--- src/rtl/lcd_seq_pkg.sv ---
// Shared types and level functions for the LCD sequencer.
// Assumes a 2-bit code per pin: 0=VSS, 1=VL1, 2=VL2, 3=VL3.
package lcd_seq_pkg;

    typedef enum logic [1:0] {
        MODE_STOP    = 2'd0,
        MODE_SHOW    = 2'd1,
        MODE_ALL_ON  = 2'd2,
        MODE_ALL_OFF = 2'd3
    } drive_mode_e;

    typedef logic [1:0] lvl_t;

    localparam lvl_t LV_VSS = 2'd0;
    localparam lvl_t LV_1   = 2'd1;
    localparam lvl_t LV_2   = 2'd2;
    localparam lvl_t LV_3   = 2'd3;

    // Level of a common pin for scan state, polarity and bias.
    function automatic lvl_t com_level(input logic scanned, input logic pol,
                                       input logic third);
        if (scanned) return pol ? LV_VSS : LV_3;
        if (!third)  return LV_2;
        return pol ? LV_2 : LV_1;
    endfunction

    // Level of a segment pin for dot state, polarity and bias.
    function automatic lvl_t seg_level(input logic lit, input logic pol,
                                       input logic third);
        if (lit)    return pol ? LV_3 : LV_VSS;
        if (!third) return LV_2;
        return pol ? LV_1 : LV_2;
    endfunction

endpackage

--- src/rtl/lcd_scan_timer.sv ---
// Slot timer and common scanner.
// Counts base_tick strobes per common slot, walks the active commons and
// flips polarity at each frame end. Held at common 0, positive polarity,
// while run is low or reset is asserted. Assumes SLOT_MIN >= 1.
module lcd_scan_timer #(
    parameter int N_COM     = 5,
    parameter int SLOT_MIN  = 2,
    parameter int SLOT_STEP = 1
) (
    input  logic                       clk,
    input  logic                       rst_n,
    input  logic                       run,
    input  logic                       base_tick,
    input  logic [1:0]                 rate_sel,
    input  logic [$clog2(N_COM+1)-1:0] n_act,
    output logic [$clog2(N_COM)-1:0]   com_idx,
    output logic                       pol,
    output logic                       frame_end
);
    localparam int SL_MAX = SLOT_MIN + 3 * SLOT_STEP;
    localparam int SW     = $clog2(SL_MAX + 1);

    logic [SW-1:0] slot_cnt;
    logic [SW-1:0] slot_len;
    logic          slot_last;
    logic          com_last;

    assign slot_len  = SW'(SLOT_MIN + SLOT_STEP * (3 - int'(rate_sel)));
    assign slot_last = (slot_cnt >= slot_len - SW'(1));
    assign com_last  = (int'(com_idx) >= int'(n_act) - 1);
    assign frame_end = run & base_tick & slot_last & com_last;

    // Advance slot counter, common index and polarity on each strobe.
    always_ff @(posedge clk) begin
        if (!rst_n || !run) begin
            slot_cnt <= '0;
            com_idx  <= '0;
            pol      <= 1'b0;
        end else if (base_tick) begin
            if (slot_last) begin
                slot_cnt <= '0;
                if (com_last) begin
                    com_idx <= '0;
                    pol     <= ~pol;
                end else begin
                    com_idx <= com_idx + 1'b1;
                end
            end else begin
                slot_cnt <= slot_cnt + 1'b1;
            end
        end
    end
endmodule

--- src/rtl/lcd_pin_map.sv ---
// Pin role decode and level mapping.
// Pins 0 and 1 are commons. Pins 2..N_COM-1 are commons when active and
// segments otherwise. The remaining pins are segments. Pure combinational.
// Assumes N_COM >= 3.
module lcd_pin_map
    import lcd_seq_pkg::*;
#(
    parameter int N_COM = 5,
    parameter int N_SEG = 22
) (
    input  logic [$clog2(N_COM)-1:0]     com_idx,
    input  logic                         pol,
    input  logic                         third,
    input  drive_mode_e                  mode,
    input  logic [$clog2(N_COM+1)-1:0]   n_act,
    input  logic [N_COM-1:0][N_SEG-1:0]  disp,
    output logic [N_SEG+1:0][1:0]        pins
);
    localparam int N_PIN = N_SEG + 2;

    logic             stop;
    logic [N_SEG-1:0] seg_on;

    assign stop = (mode == MODE_STOP);

    // Pick the dot row of the scanned common, or a forced pattern.
    always_comb begin
        case (mode)
            MODE_ALL_ON:  seg_on = '1;
            MODE_ALL_OFF: seg_on = '0;
            default:      seg_on = disp[com_idx];
        endcase
    end

    for (genvar p = 0; p < N_PIN; p++) begin : g_pin
        if (p < 2) begin : g_com
            assign pins[p] = stop ? LV_VSS :
                com_level((int'(n_act) > p) && (int'(com_idx) == p), pol, third);
        end else if (p < N_COM) begin : g_shared
            logic as_com;
            assign as_com  = (int'(n_act) > p);
            assign pins[p] = stop ? LV_VSS :
                as_com ? com_level(int'(com_idx) == p, pol, third)
                       : seg_level(seg_on[p-2], pol, third);
        end else begin : g_seg
            assign pins[p] = stop ? LV_VSS : seg_level(seg_on[p-2], pol, third);
        end
    end
endmodule

--- src/rtl/lcd_mux_drive.sv ---
// Top of the multiplexed LCD sequencer.
// Decodes the duty code into an active common count, runs the scan timer
// and maps every pin to a level code. Outputs follow the scan registers
// and the inputs combinationally.
module lcd_mux_drive
    import lcd_seq_pkg::*;
#(
    parameter int N_COM     = 5,
    parameter int N_SEG     = 22,
    parameter int SLOT_MIN  = 2,
    parameter int SLOT_STEP = 1
) (
    input  logic                        clk,
    input  logic                        rst_n,
    input  logic                        base_tick,
    input  logic [1:0]                  mode,
    input  logic [$clog2(N_COM)-1:0]    duty_sel,
    input  logic                        bias_third,
    input  logic [1:0]                  rate_sel,
    input  logic [N_COM*N_SEG-1:0]      disp_bits,
    output logic [2*(N_SEG+2)-1:0]      pin_code
);
    localparam int CW = $clog2(N_COM + 1);
    localparam int IW = $clog2(N_COM);

    drive_mode_e                 mode_e;
    logic [CW-1:0]               n_act;
    logic [IW-1:0]               com_idx;
    logic                        pol;
    logic                        frame_end;
    logic [N_COM-1:0][N_SEG-1:0] disp_rows;
    logic [N_SEG+1:0][1:0]       pins;

    assign mode_e    = drive_mode_e'(mode);
    assign disp_rows = disp_bits;
    assign pin_code  = pins;

    // Active common count: duty code plus one, clamped to N_COM.
    always_comb begin
        if (int'(duty_sel) >= N_COM - 1) n_act = CW'(N_COM);
        else                             n_act = CW'(int'(duty_sel) + 1);
    end

    lcd_scan_timer #(
        .N_COM(N_COM), .SLOT_MIN(SLOT_MIN), .SLOT_STEP(SLOT_STEP)
    ) u_timer (
        .clk(clk), .rst_n(rst_n), .run(mode_e != MODE_STOP),
        .base_tick(base_tick), .rate_sel(rate_sel), .n_act(n_act),
        .com_idx(com_idx), .pol(pol), .frame_end(frame_end)
    );

    lcd_pin_map #(.N_COM(N_COM), .N_SEG(N_SEG)) u_map (
        .com_idx(com_idx), .pol(pol), .third(bias_third), .mode(mode_e),
        .n_act(n_act), .disp(disp_rows), .pins(pins)
    );
endmodule

--- config.mk ---
export PLATFORM = sky130hd
export DESIGN_NAME = lcd_mux_drive
export DESIGN_NICKNAME = d
export VERILOG_FILES = /design/src/rtl/lcd_seq_pkg.sv /design/src/rtl/lcd_scan_timer.sv /design/src/rtl/lcd_pin_map.sv /design/src/rtl/lcd_mux_drive.sv
export SDC_FILE = /design/constraint.sdc
export NUM_CORES = 1
export LEC_CHECK = 0
export BUFFER_PORTS_ARGS = -buffer_cell sky130_fd_sc_hd__buf_2
export CAP_MARGIN = 25
export CORE_MARGIN = 3
export CORE_UTILIZATION = 35
export CTS_CLUSTER_DIAMETER = 120
export DETAILED_ROUTE_END_ITERATION = 12
export GPL_TIMING_DRIVEN = 1
export HOLD_SLACK_MARGIN = 0.03
export PLACE_DENSITY_LB_ADDON = 0.3
export SLEW_MARGIN = 15
export SYNTH_ARGS = -nofsm -noshare
export SYNTH_HDL_FRONTEND = slang
export SYNTH_HIERARCHICAL = 1
export SYNTH_SLANG_ARGS = --single-unit
--- constraint.sdc ---
create_clock -name clk -period 2.4 [get_ports clk]
set_clock_uncertainty 0.05 [all_clocks]
set_input_delay 0.48 -clock clk [delete_from_list [all_inputs] [get_ports clk]]
set_output_delay 0.48 -clock clk [all_outputs]
set_load 0.1 [all_outputs]
# [Yosys cells after proc, flatten, opt, wreduce, memory -nomap -nowiden]
# Index checks and enable logic that the tools add are counted.
[totals] ff_bits=7 word_cells=236 output_inout_bits=48
[classes] reduce_logical=10 magnitude_cmp=9 n_eq_ne=6 addsub=7 n_bitwise=1 muxes=200
[op_table] operator="2-to-1 mux 2 bit" n=139
[op_table] operator="binary-select mux 22 bit (select 3 bit)" n=1
[op_table] operator="2-to-1 mux 1 bit" n=55
[op_table] operator="case mux 22 bit (2 select lines)" n=1
[op_table] operator="greater-or-equal comparator 4 x 32 -> 1 bit" n=1
[op_table] operator="2-to-1 mux 22 bit" n=1
[op_table] operator="adder 3 x 1 -> 3 bit (second input constant)" n=3
[op_table] operator="equality test 3 bit (second input constant)" n=3
[op_table] operator="2-to-1 mux 3 bit" n=3
[op_table] operator="> comparator 3 x 1 -> 1 bit (second input constant)" n=2
[op_table] operator="> comparator 3 x 2 -> 1 bit (second input constant)" n=2
[op_table] operator="equality test 2 bit (second input constant)" n=2
[op_table] operator="< comparator 3 x 4 -> 1 bit (second input constant)" n=1
[op_table] operator="subtractor 3 x 1 -> 4 bit (second input constant)" n=1
[op_table] operator="adder 3 bit (first input constant)" n=1
[op_table] operator="equality test 3 x 2 -> 1 bit (second input constant)" n=1
[op_table] operator="greater-or-equal comparator 3 bit" n=1
[op_table] operator="greater-or-equal comparator 3 bit (second input constant)" n=1
[op_table] operator="> comparator 3 bit (second input constant)" n=1
[op_table] operator="logical NOT 3 bit" n=1
[op_table] operator="AND reduction 3 bit" n=1
[op_table] operator="subtractor 2 x 2 -> 3 bit (first input constant)" n=1
[op_table] operator="subtractor 3 x 1 -> 3 bit (second input constant)" n=1
[op_table] operator="logical AND 1 bit" n=2
[op_table] operator="6 further kinds" n=7

# [Logic depth before layout (Yosys ltp)]
# Gate-level depths: netlist (run 1).
[logic_depth] depth_word=9 depth_mapped=11 depth_no_buf=11

# [Hierarchy]
# The synthesis (run 1) kept the hierarchy.
[modules_own_cells] module="lcd_pin_map" area_each_um2=1514.0 seq_area_each_um2=0.0 cells_per_inst=171 n_inst=1
[modules_own_cells] module="lcd_scan_timer" area_each_um2=545.5 seq_area_each_um2=140.1 cells_per_inst=59 n_inst=1
[modules_own_cells] module="lcd_mux_drive" area_each_um2=60.1 seq_area_each_um2=0.0 cells_per_inst=8 n_inst=1

# [Worst setup path after synthesis (run 1)]
# Ideal clock, no wire load.
[synth_timing] kind="input -> output" start="input duty_sel[0]" end="output pin_code[9]" setup_slack_ps=-1991 t_arrival_ps=3861 path_stages=7 path_cell_list="ha_1 or2_1 clkbuf_1 o21a_1 a31oi_1 nand3_1 a311oi_1"
[synth_via] elab_chain_len=5 word_cells_on_any_way=6
[synth_rtl] item="start, declared" line="lcd_mux_drive.sv:17" text="input logic [$clog2(N_COM)-1:0] duty_sel,"
[synth_rtl] item="adder 3 x 1 -> 3 bit / greater-or-equal comparator 3 bit (equally long branches)" line="lcd_mux_drive.sv:41, lcd_mux_drive.sv:40"
[synth_rtl] item="2-to-1 mux 3 bit *" line="lcd_mux_drive.sv:40" text="if (int'(duty_sel) >= N_COM - 1) n_act = CW'(N_COM);"
[synth_rtl] item="net n_act[2]" line="lcd_mux_drive.sv:27" text="logic [CW-1:0] n_act;"
[synth_rtl] item="> comparator 3 bit *" line="lcd_pin_map.sv:41" text="assign as_com = (int'(n_act) > p);"
[synth_rtl] item="2-to-1 mux 2 bit *" line="lcd_pin_map.sv:43" text="as_com ? com_level(int'(com_idx) == p, pol, third)"
[synth_rtl] item="2-to-1 mux 2 bit *" line="lcd_pin_map.sv:42" text="assign pins[p] = stop ? LV_VSS :"
[synth_rtl] item="end, declared" line="lcd_mux_drive.sv:21" text="output logic [2*(N_SEG+2)-1:0] pin_code"
# The timed path passes the listed nets; every way through them passes the cells marked *.

# [Final worst setup path (run 1)]
[layout_timing] start="register u_timer.com_idx[0]" end="output pin_code[9]"
[layout_via] elab_chain_len=7 word_cells_on_any_way=10
[layout_rtl] item="start, declared" line="lcd_scan_timer.sv:16" text="output logic [$clog2(N_COM)-1:0] com_idx,"
[layout_rtl] item="start signal, assigned" line="lcd_scan_timer.sv:46" text="com_idx <= com_idx + 1'b1;"
[layout_rtl] item="binary-select mux 22 bit (select 3 bit)" line="lcd_pin_map.sv:31" text="default: seg_on = disp[com_idx];"
[layout_rtl] item="2-to-1 mux 22 bit (implied by the code)" line="lcd_pin_map.sv:31"
[layout_rtl] item="case mux 22 bit (2 select lines)" line="lcd_pin_map.sv:28" text="case (mode)"
[layout_rtl] item="2-to-1 mux 1 bit" line="lcd_seq_pkg.sv:30" text="if (lit) return pol ? LV_3 : LV_VSS;"
[layout_rtl] item="2-to-1 mux 2 bit" line="lcd_seq_pkg.sv:31" text="if (!third) return LV_2;"
[layout_rtl] item="2-to-1 mux 2 bit *" line="lcd_pin_map.sv:43"
[layout_rtl] item="2-to-1 mux 2 bit *" line="lcd_pin_map.sv:42"
# Every way passes the cells marked *; elsewhere a longest branch is shown, timed or not. The select of a mux whose other input is x is not followed.

==> results of run 1 <==
-- registers in the layout (all words and copies together) (netlist names) --
signal and cells:
u_timer/com_idx 3, u_timer/pol 1, u_timer/slot_cnt 3
-- repair_timing --
action / CTS / global route
buffers inserted: 10 / 6
resized for setup: 27 / 25
pin swaps: 17 / 21
gates cloned: 2 / 0
endpoints found under the setup margin: 52 / 52
-- power groups by stage --
stage / combinational, mW / sequential, mW / clock [mW]
final: 1.58 / 0.125 / 0.172
after global routing: 1.61 / 0.125 / 0.178
after CTS: 1.47 / 0.124 / 0.173
after detailed placement: 1.43 / 0.128 / 0
after global placement: 1.40 / 0.128 / 0
after floorplan: 0.912 / 0.127 / 0
-- routing by layer --
layer,wire (microns),share of wire
met3,2062,0.12
met4,1804,0.11
met2,7796,0.47
met5,0,0
met1,4933,0.30
-- worst register-to-register path, delay by kind of cell, from the launching register on --
kind / cells / cell delay [ns]
simple gates: 2 / 0.62
fa+ha+maj: 1 / 0.29
compound gates: 2 / 0.60
flops: 1 / 0.38
buf+inv: 3 / 0.34
-- per-stage QoR --
step	utilization	setup TNS [ns]
3_5_place_dp	0.8585	-4.520
6_report	0.9332	-14.52
5_1_grt	0.9332	-16.55
2_1_floorplan	-	-12.09
4_1_cts	0.9067	-10.78
3_3_place_gp	0.8585	-3.050
-- layout by cell type (no fill, tap or decap), drive strengths merged, types with 3 or more instances in the layout --
master / count
a211oi: 3
a21oi: 26
a22oi: 21
buf: 240
clkbuf: 4
dfxtp: 7
diode: 3
ha: 12
inv: 13
mux2: 3
mux2i: 23
mux4: 21
nand2: 9
nand2b: 3
nand3b: 3
nand4: 3
nor2: 10
nor3: 7
o21a: 3
o21ai: 6
or2: 4
-- worst max path at each step --
stage                                          from                       end  slack, ns  cells after the start
floorplan           u_timer/com_idx[0]$_SDFFE_PP0P_               pin_code[7]      -0.56                      5
global route        u_timer/com_idx[0]$_SDFFE_PP0P_               pin_code[9]      -0.56                      9
global placement                        duty_sel[0]  u_timer/pol$_SDFFE_PP0P_      -0.29                     12
CTS                 u_timer/com_idx[0]$_SDFFE_PP0P_              pin_code[27]      -0.35                      6
detailed placement                      duty_sel[0]  u_timer/pol$_SDFFE_PP0P_      -0.36                     12
finish              u_timer/com_idx[0]$_SDFFE_PP0P_               pin_code[9]      -0.46                      9
-- final cells by class --
| class | count | share of cell area |
|---|---|---|
| Timing Repair Buffer | 241 | 0.4422 |
| Antenna cell | 3 | 0.001417 |
| Sequential cell | 7 | 0.02788 |
| Multi-Input combinational cell | 197 | 0.4909 |
| Clock buffer | 4 | 0.008505 |
| Tap cell | 72 | 0.01701 |
| Inverter | 13 | 0.01205 |
==> summary.txt, run 1 <==
Status
  – Status: finished with violations
  – Failing checks: negative setup slack

Setup path
  – Critical path's slowest cell: nor3_1
  – R2R setup slack: 0.04 ns
  – Critical R2R Capture: u_timer/com_idx[2]$_SDFFE_PP0P_
  – Critical Path AT: 2.33 ns
  – R2r worst-path depth: 8
  – Reg2Reg Launch Point: u_timer/com_idx[0]$_SDFFE_PP0P_
  – Buf+Inv Stages, Crit Path: 5
  – CP Cell Sequence: buf_12, buf_6, mux2i_1, nor3_1, buf_4, nor4b_1, buf_4, a311oi_4, buf_12
  – Setup crit start kind: flop
  – Top delay family on crit path: buffers and inverters
  – Critical path's largest stage delay: 0.38 ns
  – Critical path type: flop to output pin
  – Worst Setup End Kind: output pin
  – Critical Path RT: 1.87 ns
  – CP max FO: 10

Detailed routing
  – DRC: 0
  – Vias/cell: 6.953
  – Pre-Repair DR Iteration Count: 7
  – DRT Wirelength: 16,600 microns
  – Routed wire per std cell: 30.90 microns
  – Routed vias: 3,734
  – Post-DRT Antenna Nets: 0
  – DR iter-0 viols: 362

Global routing
  – Largest net degree at the start of global routing: 20
  – Number of global-route vias before repair: 3,654
  – Congestion Overflow GR: 0
  – First-pass GRT wire length: 20,760 microns
  – Met3 Use GR: 0.08193
  – Initial antenna violation count: 3
  – Most Crowded Layer GR: met2
  – Total GRT Usage: 0.3735
  – Grt met2 use: 0.6847
  – GRT met1 Usage: 0.3750

Hold path
  – Hold Startpoint: u_timer/slot_cnt[1]$_SDFFE_PP0P_
  – Hold path depth: 2
  – Hold Path End: u_timer/slot_cnt[1]$_SDFFE_PP0P_
  – Tightest Hold Check Type: flop to flop

Clock tree
  – Clk sinks: 7
  – TritonCTS clock tree: yes
  – Worst-skew pair later-pin latency: 0.23 ns
  – Clock Tree Root: clkbuf_8
  – CTS max path bufs: 2
  – Total CTS buffers: 3
  – Reg clk slew, reported paths: 0.04 ns
  – Hold buffers post-CTS: 0
  – CTS H-tree depth: 1

Final layout
  – Synth-to-Final Area Change: 150.9%
  – Finished layout cell area: 0.005296 sq mm
  – Fraction of layout cells with a size suffix above 1: 0.7987
  – FILL cells: 170
  – Area occupied by multi-input gates: 0.002600 sq mm
  – Register area: 147.6 sq um
  – Nets: 596
  – Final Non-Filler Cells: 537

Timing
  – WHS: 0.5247 ns
  – Max Freq: 0.3502 GHz
  – Max-slew headroom: 0.5437
  – Final Hold Viols: 0
  – Final WS setup: -0.4553 ns
  – Worst Max-Slew Pin Slew: 0.6829 ns
  – Pins Over Slew Limit: 0
  – # setup viols final: 50
  – Min cycle time layout: 2.855 ns
  – RSZ-0062 raised after global routing: yes
  – Final worst path period share: 1.190

Yosys
  – Post-Syn Instances: 237
  – Synth warn: 6
  – Avg Cell Area, Syn: 8.906 sq um
  – Mapped Nets: 370
  – Cell Area, Synth: 0.002111 sq mm

Place
  – Port bufs: 168
  – Placed cell area: 0.004872 sq mm
  – Pre-CTS setup slack: -0.3593 ns
  – Cell count after placement: 514
  – DPL Wire Length: 9007 microns
  – Gpl congestion: 0.9533

Power
  – Clock network fraction of total power: 0.092
  – Flop pwr share: 0.067
  – Final total power: 1.875 mW
  – P_sw: 987.5 uW
  – Pwr Density: 354.0 mW/mm^2
  – Leakage: 2.214 nW
  – Comb power frac: 0.842
  – Sw Share: 0.5267
  – Cell-internal power: 887.4 uW
  – Worst ir drop on vdd: 0.2989 mV

Die
  – Die H: 83.66 microns
  – Initial Util: 0.3719
  – Cell Rows: 27
  – Die area: 0.006999 sq mm
  – Io pins: 169
  – CORE AREA: 0.005675 sq mm
  – Die width: 83.66 microns

Job
  – Maxcap violations: 0
Power figures use the tool's default switching activity.
==> run 2: changes to the inputs <==
Settings changed: PLACE_DENSITY from default to 0.75, PLACE_DENSITY_LB_ADDON 0.3 to default.
==> run 2 against run 1 <==
- the run still ends with negative setup slack left
- non-clock buffer count grew 1
- combinational power is essentially flat
- flip-flop and latch count is the same
- global-route usage shrank 0.33 points
- die area is the same
- final cell count is the same
- clock-buffer cell count shrank 1
- critical path type unchanged
- largest cell class unchanged
==> summary.txt, run 2 (synthesis gave the netlist of run 1 again) <==
Status
  – Failing checks: negative setup slack
  – Status: finished with violations

Global routing
  – First-pass GRT wire length: 20,680 microns (-0.37%)
  – Number of global-route vias before repair: 3,571 (-2.3%)
  – Congestion Overflow GR: 0 (unchanged)
  – Largest net degree at the start of global routing: 20 (unchanged)
  – Total GRT Usage: 0.3701 (-0.003346)
  – Initial antenna violation count: 1 (-2)

Power
  – Worst ir drop on vdd: 0.3543 mV (+19%)
  – Cell-internal power: 886.9 uW (about the same)
  – P_sw: 977.8 uW (-0.99%)
  – Clock network fraction of total power: 0.092 (about the same)
  – Pwr Density: 352.5 mW/mm^2 (-0.43%)
  – Flop pwr share: 0.068 (about the same)
  – Final total power: 1.865 mW (-0.55%)
  – Sw Share: 0.5244 (-0.002350)
  – Comb power frac: 0.840 (-0.002)
  – Leakage: 2.207 nW (-0.31%)

Final layout
  – Most frequent cells in the layout: 118 x buf_2, 58 x buf_4, 57 x buf_12
  – Synth-to-Final Area Change: 150.6%
  – Final Non-Filler Cells: 537 (unchanged)
  – Final Util: 0.9321 (-0.001102)
  – Commonest non-fill, non-tap cell in the layout: buf_2
  – Fraction of layout cells with a size suffix above 1: 0.8164 (+0.01771)
  – Nets: 597 (+0.17%)
  – Biggest regs: u_timer/com_idx (3), u_timer/slot_cnt (3), u_timer/pol (1)

Place
  – Gpl congestion: 0.9134 (-4.2%)
  – Port bufs: 168 (unchanged)
  – DPL Wire Length: 9419 microns (+4.6%)
  – Cell count after placement: 521 (+1.4%)
  – Pre-CTS setup slack: -0.3683 ns (-0.008979 ns)

Timing
  – Max Freq: 0.3514 GHz (+0.33%)
  – Final worst path period share: 1.186 (-0.003892)
  – # setup viols final: 52 (+4.0%)
  – Worst Max-Slew Pin Slew: 0.5213 ns (-0.1615 ns)
  – Sum Neg Setup Slack: -13.68 ns (+0.8344 ns)
  – Final Hold Viols: 0 (unchanged)
  – Max-slew headroom: 0.6520 (+0.1082)
  – RSZ-0062 raised after global routing: yes
  – Final WS setup: -0.4460 ns (+0.009340 ns)
  – Pins Over Slew Limit: 0 (unchanged)
  – Min cycle time layout: 2.846 ns (-0.009340 ns)

Detailed routing
  – Uppermost layer routed: met4
  – Vias/cell: 6.678 (-4.0%)
  – Routed wire per std cell: 28.55 microns (-7.6%)
  – DR WL met2: 7474 microns (-4.1%)
  – Met3 WL: 1523 microns (-26%)
  – Routed vias: 3,586 (-4.0%)
  – DRC: 0 (unchanged)
  – Pre-Repair DR Iteration Count: 7 (unchanged)
  – Met1 Wirelength: 4907 microns (-0.53%)
  – DRT Wirelength: 15,330 microns (-7.6%)
  – DR iter-0 viols: 315 (-13%)
  – Post-DRT Antenna Nets: 0 (unchanged)

Clock tree
  – Worst-skew pair later-pin latency: 0.23 ns (about the same)
  – CTS H-tree depth: 1 (unchanged)
  – TritonCTS clock tree: yes
  – CTS max path bufs: 2 (unchanged)
  – Reg clk slew, reported paths: 0.05 ns (about the same)
  – Clk sinks: 7 (unchanged)
  – Clock Tree Root: clkbuf_8
  – Total CTS buffers: 3 (unchanged)

Setup path
  – Most used cell, CP: buf_12
  – CP Cell Sequence: buf_12, mux4_2, a221oi_4, mux2i_2, a32o_4, buf_12
  – Critical Path RT: 1.87 ns (about the same)
  – Setup crit start kind: flop
  – CP max FO: 11 (+1)
  – Critical path type: flop to output pin
  – Critical path's largest stage delay: 0.56 ns (+0.18 ns)
  – Critical path's slowest cell: mux4_2
  – Worst Setup End Kind: output pin
  – Critical Path AT: 2.32 ns (about the same)

Die
  – Cell Rows: 27 (unchanged)
  – Die width: 83.66 microns (unchanged)
  – Initial Util: 0.3719 (unchanged)
  – Die area: 0.006999 sq mm (unchanged)
  – CORE AREA: 0.005675 sq mm (unchanged)
  – Io pins: 169 (unchanged)
  – Die H: 83.66 microns (unchanged)

Job
  – Maxcap violations: 0 (unchanged)

Hold path
  – Tightest Hold Check Type: flop to flop
==> run 2: cell count changes in the layout (fill, tap and decap cells not counted), sizes merged <==
cell and delta:
clkinv +1, buf +2, diode -1, bufbuf -1
clkbuf -1
==> run 2: layout make-up <==
cell class / instances / area, sq um
diodes: 2 / 5.005
multi-input cells: 197 / 2665
clock inverters: 1 / 5.005
fillers: 168 / 385.4
inverters: 13 / 63.81
clock buffers: 3 / 41.29
repair buffers: 242 / 2276
flip-flops and latches: 7 / 143.9
well taps: 72 / 90.09
==> run 2: worst paths after layout <==
check                                                 startpoint                                to  slack, ns  cells past startpoint
worst max-delay path             u_timer/com_idx[0]$_SDFFE_PP0P_                       pin_code[5]      -0.45                      6
worst min-delay path            u_timer/slot_cnt[0]$_SDFFE_PP0P_  u_timer/slot_cnt[0]$_SDFFE_PP0P_       0.52                      2
worst max register to register   u_timer/com_idx[0]$_SDFFE_PP0P_          u_timer/pol$_SDFFE_PP0P_       0.08                      8
worst min register to register  u_timer/slot_cnt[0]$_SDFFE_PP0P_  u_timer/slot_cnt[0]$_SDFFE_PP0P_       0.52                      2
==> run 2: timing repair <==
action	in CTS	in global routing
hold buffers	0	0
gates resized for setup	34	15
buffers inserted	8	2
pin swaps	20	7
cloned	0	0
endpoints found under the setup margin	52	52
==> run 2: critical path: cells and delay by family, from the launching register on <==
kind | cells | cell delay, ns
buf+inv | 2 | 0.33
compound gates | 2 | 0.52
flops | 1 | 0.37
mux | 2 | 0.86
==> run 2: power groups by stage <==
| stage | Clock, mW | Combinational (mW) | Sequential [mW] |
|---|---|---|---|
| 2_1_floorplan | 0 | 0.912 | 0.127 |
| 3_3_place_gp | 0 | 1.40 | 0.129 |
| 3_5_place_dp | 0 | 1.44 | 0.129 |
| 4_1_cts | 0.168 | 1.49 | 0.126 |
| 5_1_grt | 0.182 | 1.60 | 0.128 |
| 6_report | 0.172 | 1.57 | 0.127 |
==> run 2: layer usage <==
layer	vias to the layer above	global-route usage
met1	1677	0.3931
met5	-	0
met3	126	0.06910
li1	1401	-
met2	382	0.6768
met4	0	0.2120
==> run 2: stage by stage <==
step | cell area, sq um | hold slack [ns]
2_1_floorplan | 2895 | 0.4366
3_3_place_gp | 4925 | 0.4899
3_5_place_dp | 4925 | 0.5029
4_1_cts | 5194 | 0.5101
5_1_grt | 5290 | 0.5356
6_report | 5290 | 0.5218
==> run 3: changes to the inputs <==
Settings changed: ABC_AREA from default to 1, CORE_UTILIZATION 35 to 40, PLACE_DENSITY 0.75 to 0.78.
==> run 3 against run 2 <==
- the run still ends with negative setup slack left
- sequential share of layout area increased by 0.16 points
- worst setup slack improved by 0.37 ns
- final cell count increased by 49%
- utilization decreased by 14 points
- synthesized area increased by 28%
- synthesized cell count increased by 130%
- via count increased by 22%
- clock power about the same
- design area decreased by 3.2%
- critical path depth increased by 7
- sequential power increased by 12%
- critical path type unchanged
- critical endpoint is now pin_code[27]
==> summary.txt, run 3 <==
Timing
  – Worst Max-Slew Pin Slew: 0.3826 ns (-0.1388 ns)
  – Final worst path period share: 1.031 (-0.1549)
  – # setup viols final: 28 (-46%)
  – Min cycle time layout: 2.474 ns (-0.3718 ns)
  – Final WS setup: -0.07412 ns (+0.3718 ns)
  – Pins Over Slew Limit: 0 (unchanged)
  – Max Freq: 0.4042 GHz (+15%)
  – Final Hold Viols: 0 (unchanged)
  – Max-slew headroom: 0.7446 (+0.09266)
  – RSZ-0062 raised after global routing: yes

Clock tree
  – Total CTS buffers: 3 (unchanged)
  – TritonCTS clock tree: yes
  – Reg clk slew, reported paths: 0.04 ns (about the same)
  – CTS H-tree depth: 1 (unchanged)
  – Clk sinks: 7 (unchanged)
  – CTS max path bufs: 2 (unchanged)
  – Hold buffers post-CTS: 0 (unchanged)
  – Clock Tree Root: clkbuf_8
  – Worst-skew pair later-pin latency: 0.23 ns (about the same)

Yosys
  – Synth warn: 6 (unchanged)
  – Mapped Nets: 678 (+83%)
  – Avg Cell Area, Syn: 4.966 sq um (-44%)
  – Post-Syn Instances: 545 (+130%)
  – Cell Area, Synth: 0.002706 sq mm (+28%)

Global routing
  – Grt met2 use: 0.6016 (-0.07516)
  – Met3 Use GR: 0.05028 (-0.01882)
  – Most Crowded Layer GR: met2
  – First-pass GRT wire length: 18,830 microns (-8.9%)
  – GRT met1 Usage: 0.3035 (-0.08962)
  – Largest net degree at the start of global routing: 29 (+45%)
  – Number of global-route vias before repair: 4,160 (+16%)
  – Congestion Overflow GR: 0 (unchanged)
  – Total GRT Usage: 0.3023 (-0.06779)
  – Initial antenna violation count: 0 (-1)

Final layout
  – FILL cells: 438 (+160%)
  – Biggest regs: u_timer/com_idx (3), u_timer/slot_cnt (3), u_timer/pol (1)
  – Most frequent cells in the layout: 198 x nand2_1, 118 x buf_2, 57 x nand2_2
  – Final Non-Filler Cells: 802 (+49%)
  – Commonest non-fill, non-tap cell in the layout: nand2_1
  – Diodes inserted: 0 (-2)
  – Nets: 859 (+44%)
  – Synth-to-Final Area Change: 89.14%
  – Fraction of layout cells with a size suffix above 1: 0.4869 (-0.3295)

Setup path
  – Top delay family on crit path: simple AND/OR/NAND/NOR gates
  – Worst Setup End Kind: output pin
  – Critical path's slowest cell: dfxtp_4
  – Critical path's largest stage delay: 0.42 ns (-0.14 ns)
  – Buf+Inv Stages, Crit Path: 3 (+1)
  – Setup crit start kind: flop
  – Most used cell, CP: nand2_1
  – R2R setup slack: 0.42 ns (+0.34 ns)
  – CP max FO: 5 (-6)
  – CP Cell Sequence: buf_8, nor2_4, buf_6, nand2_1, nand4_1, nand2_1, nand2_1, nand2_1, nand2_2, nand2_1, nand2_2, nor2_4, buf_12
  – Critical path type: flop to output pin
  – Critical Path AT: 1.94 ns (-0.38 ns)
  – Critical Path RT: 1.87 ns (about the same)

Place
  – Port bufs: 168 (unchanged)
  – Cell count after placement: 782 (+50%)
  – Pre-CTS setup slack: -0.2671 ns (+0.1012 ns)
  – Gpl congestion: 0.9315 (+2.0%)
  – DPL Wire Length: 8962 microns (-4.9%)

Detailed routing
  – Pre-Repair DR Iteration Count: 5 (-2)
  – Routed vias: 4,376 (+22%)
  – Routed wire per std cell: 16.60 microns (-42%)
  – DR iter-0 viols: 277 (-12%)
  – DRT Wirelength: 13,320 microns (-13%)
  – Vias/cell: 5.456 (-18%)
  – DRC: 0 (unchanged)
  – Post-DRT Antenna Nets: 0 (unchanged)

Status
  – Status: finished with violations
  – Failing checks: negative setup slack

Die
  – Die area: 0.007789 sq mm (+11%)
  – Cell Rows: 29 (+7.4%)
  – Die width: 88.26 microns (+5.5%)
  – CORE AREA: 0.006459 sq mm (+14%)
  – Io pins: 169 (unchanged)
  – Initial Util: 0.4190 (+0.04711)
  – Die H: 88.26 microns (+5.5%)

Job
  – Maxcap violations: 0 (unchanged)

Hold path
  – Tightest Hold Check Type: flop to flop

Power
  – Worst ir drop on vdd: 0.4220 mV (+19%)
  – Leakage: 2.665 nW (+21%)
  – Pwr Density: 539.9 mW/mm^2 (+53%)
## run 3: report_power, final
part / switching [mW] / internal [mW]
clock: 0.0537 / 0.115
combinational: 1.59 / 0.867
sequential: 0.0180 / 0.124
## run 3: area by class of cell
class / count / area [sq um] / area share
well taps: 77 / 96.34 / 0.01882
clock buffers: 4 / 45.04 / 0.008800
multi-input cells: 471 / 2694 / 0.5263
flip-flops and latches: 7 / 147.6 / 0.02884
repair buffers: 202 / 1933 / 0.3777
repair inverters: 1 / 8.758 / 0.001711
inverters: 40 / 193.9 / 0.03789
## run 3: worst min-delay path: stages, from the launching register on
cell	delay, ns
dfxtp_1	0.33
nand2_1	0.09
a21oi_1	0.06
## run 3: what timing repair did
action | in CTS | in global routing
buffers inserted | 10 | 2
gates resized for setup | 52 | 58
endpoints found under the hold margin | 0 | 0
pin swaps | 17 | 30
endpoints found under the setup margin | 48 | 48
gates cloned | 2 | 2
## run 3: routing by layer
| layer | vias up | part of all wire | routed length, microns |
|---|---|---|---|
| met5 | - | 0 | 0 |
| met4 | 0 | 0.050 | 665 |
| met3 | 56 | 0.081 | 1073 |
| met2 | 252 | 0.53 | 7071 |
| met1 | 1999 | 0.34 | 4505 |
| li1 | 2069 | - | - |
## run 3: through the flow
stage	area (sq um)	power, mW	setup TNS [ns]	utilization	hold slack, ns
final	5119	2.764	-0.8436	0.7925	0.4864
after global routing	5119	2.885	-5.084	0.7925	0.5175
after CTS	4855	2.614	-0.2381	0.7516	0.4647
after detailed placement	4524	2.329	-1.162	0.7005	0.4436
after global placement	4524	2.294	-0.7181	0.7005	0.4182
after floorplan	2955	1.586	-5.087	-	0.4058
## run 3: path summary, 6_finish.rpt
kind | cells after the start | start | endpoint
hold / removal | 2 | u_timer/slot_cnt[0]$_SDFFE_PP0P_ | u_timer/slot_cnt[0]$_SDFFE_PP0P_
setup reg to reg | 12 | u_timer/com_idx[0]$_SDFFE_PP0P_ | u_timer/pol$_SDFFE_PP0P_
hold reg to reg | 2 | u_timer/slot_cnt[0]$_SDFFE_PP0P_ | u_timer/slot_cnt[0]$_SDFFE_PP0P_
setup / recovery | 13 | u_timer/com_idx[0]$_SDFFE_PP0P_ | pin_code[27]
